### config.mk
export PLATFORM = sky130hd
export DESIGN_NAME = serial_audio_rx
export DESIGN_NICKNAME = d
export VERILOG_FILES = /design/src/rtl/audrx_pkg.sv /design/src/rtl/audrx_edge.sv /design/src/rtl/audrx_shift.sv /design/src/rtl/serial_audio_rx.sv
export SDC_FILE = /design/constraint.sdc
export NUM_CORES = 1
export LEC_CHECK = 0
export BUFFER_PORTS_ARGS = -buffer_cell sky130_fd_sc_hd__buf_2
export CAP_MARGIN = 15
export CORE_AREA = 5 5 163 87
export DETAILED_ROUTE_END_ITERATION = 16
export DIE_AREA = 0 0 168 92
export MAX_ROUTING_LAYER = met4
export PLACE_DENSITY = 0.57
export SLEW_MARGIN = 15
export SYNTH_ARGS = -nofsm -noshare
export SYNTH_HDL_FRONTEND = slang
export SYNTH_SLANG_ARGS = --single-unit
### constraint.sdc
create_clock -name clk -period 3.6 [get_ports clk]
set_input_delay 0.72 -clock clk [delete_from_list [all_inputs] [get_ports clk]]
set_output_delay 0.72 -clock clk [all_outputs]
set_load 0.01 [all_outputs]
### src/rtl/audrx_pkg.sv
`timescale 1ns/1ps
package audrx_pkg;
  typedef enum logic [1:0] {
    FMT_RJ16   = 2'd0,
    FMT_RJ18   = 2'd1,
    FMT_DLY18  = 2'd2,
    FMT_DLY16S = 2'd3
  } audrx_fmt_e;

  localparam int unsigned SAMPLE_W  = 18;
  localparam int unsigned SHORT_LEN = 16;
  localparam int unsigned LONG_LEN  = 18;

  // framings whose word starts one slot after the frame-clock edge
  function automatic logic fmt_delayed(audrx_fmt_e f);
    return (f == FMT_DLY18) || (f == FMT_DLY16S);
  endfunction

  function automatic logic fmt_short(audrx_fmt_e f);
    return (f == FMT_RJ16) || (f == FMT_DLY16S);
  endfunction
endpackage

### src/rtl/audrx_edge.sv
`timescale 1ns/1ps
module audrx_edge #(
  parameter int unsigned STAGES = 2
) (
  input  logic clk,
  input  logic rst,
  input  logic bclk_i,
  input  logic lrck_i,
  input  logic sdat_i,
  output logic rise_o,
  output logic lr_o,
  output logic sd_o
);
  // all three lines travel one shared pipeline so they stay aligned
  logic [2:0] pipe [STAGES];
  logic       bclk_last;

  always_ff @(posedge clk) begin
    if (rst) begin
      for (int i = 0; i < STAGES; i++) pipe[i] <= '0;
      bclk_last <= 1'b0;
    end else begin
      pipe[0] <= {bclk_i, lrck_i, sdat_i};
      for (int i = 1; i < STAGES; i++) pipe[i] <= pipe[i-1];
      bclk_last <= pipe[STAGES-1][2];
    end
  end

  assign rise_o = pipe[STAGES-1][2] & ~bclk_last;
  assign lr_o   = pipe[STAGES-1][1];
  assign sd_o   = pipe[STAGES-1][0];
endmodule

### src/rtl/audrx_shift.sv
`timescale 1ns/1ps
module audrx_shift #(
  parameter int unsigned W = 18
) (
  input  logic                     clk,
  input  logic                     rst,
  input  logic                     step_i,
  input  logic                     restart_i,
  input  logic                     hold_after_i,
  input  logic [$clog2(W+1)-1:0]   len_i,
  input  logic                     din_i,
  output logic [W-1:0]             word_o
);
  localparam int unsigned CW = $clog2(W+1);

  logic [W-1:0]  sr;
  logic [CW-1:0] cnt;
  logic          full;

  assign full = (cnt >= len_i);

  always_ff @(posedge clk) begin
    if (rst) begin
      sr  <= '0;
      cnt <= '0;
    end else if (step_i) begin
      if (restart_i) begin
        sr  <= {sr[W-2:0], din_i};
        cnt <= CW'(1);
      end else if (!(hold_after_i && full)) begin
        sr <= {sr[W-2:0], din_i};
        if (!full) cnt <= cnt + CW'(1);
      end
    end
  end

  // last len_i bits moved to the top, zero fill below
  assign word_o = sr << (W - len_i);
endmodule

### src/rtl/serial_audio_rx.sv
`timescale 1ns/1ps
module serial_audio_rx
  import audrx_pkg::*;
#(
  parameter int unsigned SAMPLE_BITS = SAMPLE_W,
  parameter int unsigned SYNC_STAGES = 2
) (
  input  logic                   clk,
  input  logic                   rst,
  input  logic                   bclk_i,
  input  logic                   lrck_i,
  input  logic                   sdat_i,
  input  logic [1:0]             fmt_i,
  output logic [SAMPLE_BITS-1:0] left_o,
  output logic [SAMPLE_BITS-1:0] right_o,
  output logic                   valid_o
);
  localparam int unsigned CW = $clog2(SAMPLE_BITS+1);

  logic                   bit_rise, lr_s, sd_s;
  audrx_fmt_e             act;
  logic                   lr1, eff_q, eff_now, frame_edge;
  logic                   started, left_ok, chg;
  logic [SAMPLE_BITS-1:0] word, left_hold;
  logic [CW-1:0]          len;

  audrx_edge #(.STAGES(SYNC_STAGES)) u_edge (
    .clk(clk), .rst(rst), .bclk_i(bclk_i), .lrck_i(lrck_i), .sdat_i(sdat_i),
    .rise_o(bit_rise), .lr_o(lr_s), .sd_o(sd_s)
  );

  // delayed framings see the frame clock one slot late
  assign eff_now    = fmt_delayed(act) ? lr1 : lr_s;
  assign frame_edge = bit_rise && (eff_now != eff_q);
  assign len        = fmt_short(act) ? CW'(SHORT_LEN) : CW'(LONG_LEN);

  audrx_shift #(.W(SAMPLE_BITS)) u_shift (
    .clk(clk), .rst(rst), .step_i(bit_rise), .restart_i(frame_edge),
    .hold_after_i(fmt_delayed(act)), .len_i(len), .din_i(sd_s), .word_o(word)
  );

  always_ff @(posedge clk) begin
    if (rst) begin
      act       <= audrx_fmt_e'(fmt_i);
      lr1       <= 1'b0;
      eff_q     <= 1'b0;
      started   <= 1'b0;
      left_ok   <= 1'b0;
      chg       <= 1'b0;
      left_hold <= '0;
      left_o    <= '0;
      right_o   <= '0;
      valid_o   <= 1'b0;
    end else begin
      valid_o <= 1'b0;
      if (bit_rise) begin
        lr1   <= lr_s;
        eff_q <= eff_now;
      end
      if (frame_edge) begin
        started <= 1'b1;
        if (!eff_q) begin
          // left half just ended
          left_hold <= word;
          left_ok   <= started && !chg;
        end else begin
          // right half ended: publish the pair, then start a new frame
          if (left_ok) begin
            left_o  <= left_hold;
            right_o <= word;
            valid_o <= 1'b1;
          end
          left_ok <= 1'b0;
          if (audrx_fmt_e'(fmt_i) != act) begin
            act <= audrx_fmt_e'(fmt_i);
            chg <= 1'b1;
          end else begin
            chg <= 1'b0;
          end
        end
      end
    end
  end
endmodule

==> impl_metrics.toml <==
[global_routing]
grt-ovfl-total = 0
grt_usage_pct = 10.63
grt_first_pass_wirelength_mm = 12.97
grt_pass1_vias = 2597
antenna_found_initial = 0
grt_max_degree = 53

[synthesis]
synth_edf_count = 2
synth.distinct_cells = 44
synth.avg_cell_area_um2 = 9.721
async_flop_share_pct = 0
synthTopCellsByArea = "dfxtp_1 (49%), mux2i_1 (10%), nand2_1 (6.7%), a211oi_2 (4.4%), a211oi_1 (4.1%)"
synth_top_cell_by_area = "dfxtp_1"
synth_top_area_share_pct = 49.16
syn_nets = 387
synth_area_um2 = 3665
yosys_register_bits = 92
synthCells = 377
synthFlopType = "dfxtp_1"
yosysWarnings = 0
synth-seq-area-share_pct = 50.80

[clock_tree]
clk_latency_ns = 0.34
clkSinkCount = 92
numCtsBuffers = 9
cts_setup_buffers = 0
htreeDepth = 3
ctsHoldBuffers = 0
cts_resized = 0
cts_root_buf = "clkbuf_16"
clk_pin_slew_worst_paths_ns = 0.06
clockBufferDepth = 2
cts_tree = "built"

[sta]
clock.fmax_mhz = 421.1
final_hold_viol_count = 0
final.setup.tns_ns = 0
relSlewSlack_pct = 50.22
finalMaxSlewViolations = 0
min_period_over_period_pct = 65.96
fin_worst_skew_ns = 0.009344
worst_pin_slew_ns = 0.7459
timing.final.ws_setup_ns = 1.225
min_period_ns = 2.375
setup_violations = 0
hold_slack_ns = 0.4355
rsz0062_at_grt = "no"

[setup_path]
regToRegEndpoint = "u_shift.sr[4]"
cp_num_buf_inv = 0
critPathMaxFanout = 16
crit_chain = "ha_1, o41ai_2, nor2_1, a31oi_4, mux2i_1"
slowest_delay_ns = 0.66
startpoint_type = "flop"
crit_slowest_cell = "a31oi_4"
r2r_start = "act[1]"
rr_worst_depth = 5
crit_family = "compound AO/OA/AOI/OAI gates"
startpoint = "act[1]"
worst_setup_path_end_kind = "flop"
reg2reg_slack_ns = 1.23
worst_ep_arrival_time_ns = 2.64
crit_required_ns = 3.86
critical_path_class = "flop to flop"

[floorplanning]
initial_core_util_pct = 29.45
core_area_um2 = 12450
design.die.area_um2 = 15460
die_y_um = 92
row_count = 29
io_pins = 44
die_w_um = 168

[min_path]
hp-start = "u_edge.pipe[0][1]"
holdPathEnd = "u_edge.pipe[0][4]"
min_delay_path_depth = 1
min_path_type = "flop to flop"

[routing]
first_pass_iters = 4
drt-total-wl_mm = 7.511
vias = 2614
antenna_left = 0
wl_per_cell_um = 12.91
route.detailed.drc = 0
drt_iter0_drc = 101
vias_per_cell = 4.491

[run]
cap_viol_max_count = 0

[power]
p_per_area_nw_per_um2 = 464.5
power_leakage_nw = 1.549
peakVddDrop_mv = 0.2099

[layout]
area_growth_pct = 16.05
n_antenna_cell = 0
fin_cells = 582
drive_above_1_share_pct = 19.42
nFillCells = 1287
layout.nets = 419

[place]
io_buffers = 43
place_ws_ns = 1.262
hpwl_mm = 5.109
place.gp.congestion = 0.7583
post-place-cells = 568

[run_status]
status = "completed"
[power breakdown]
group	internal, mW	switching, mW
logic	0.0306	0.0509
registers	1.03	0.00602
clock network	0.482	0.376
[layout by cell type (no fill, tap or decap), types with 4 or more instances in the layout]
master	instances
a21oi_1	24
nor2b_1	10
nor2_1	39
nand2b_1	5
a211oi_2	13
mux2i_1	37
buf_2	43
inv_1	4
buf_4	6
nand2_1	65
a211oi_1	20
dfxtp_1	90
clkbuf_16	9
[synth_stat cells (4+ instances only)]
cell type,number
nor2b_1,10
mux2i_1,37
clkbuf_1,14
a21oi_1,24
inv_1,4
nand2_1,65
nor2_1,39
a211oi_2,13
buf_2,7
buf_6,4
nand2b_1,5
dfxtp_1,90
a211oi_1,20
[layer usage]
metal  global-route usage (%)  vias to the layer above  part of all wire [%]
met5                        -                        -                     0
met4                    3.444                        0                  0.87
met3                    3.651                        8                   3.4
met2                    16.82                       27                    46
met1                    12.82                     1217                    49
li1                         -                     1362                     -
[final cells by class]
class,count,area (um^2),area share [%]
clock buffer,11,242.7,5.708
clock inverter,3,23.77,0.5590
inverter,4,15.01,0.3530
multi-input combinational,253,1637,38.48
sequential,92,1862,43.78
tap,170,212.7,5.001
timing repair buffer,49,260.3,6.119
[state kept, by name, indices dropped and copies added, names as in the netlist]
register,cells
act,2
chg,1
eff_q,1
left_hold,18
left_o,18
left_ok,1
lr1,1
right_o,18
started,1
u_edge.bclk_last,1
u_edge.pipe,6
u_shift.cnt,5
u_shift.sr,18
valid_o,1
[logic make-up (layout without fill, tap and decap cells)]
logic type	Yosys count	in the layout	synth area share [%]
muxes	37	37	10.11
AOI/OAI and AO/OA	77	77	17.07
xor gates and xnor gates	2	2	0.4781
adders and majority gates	3	3	1.024
buffers and inverters	32	67	4.540
DFF	92	92	50.80
and+or+nand+nor	134	134	15.98
[stage by stage]
| stage | area, um^2 | total power [mW] | util, % |
|---|---|---|---|
| after floorplan | 3665 | 1.126 | - |
| after global placement | 3986 | 1.142 | 32.03 |
| after detailed placement | 3986 | 1.142 | 32.03 |
| after CTS | 4253 | 2.009 | 34.17 |
| after global routing | 4253 | 2.060 | 34.17 |
| final | 4253 | 1.975 | 34.17 |
[worst max-delay path by stage]
stage / end / slack [ns] / depth (start not counted)
after floorplan: u_shift.sr[1] / 1.47 / 8
after global placement: u_shift.sr[1] / 1.34 / 6
after detailed placement: u_shift.sr[3] / 1.26 / 5
after CTS: u_shift.sr[4] / 1.23 / 5
after global routing: u_shift.sr[7] / 1.05 / 6
final: u_shift.sr[4] / 1.23 / 5
Power figures use the tool's default switching activity.
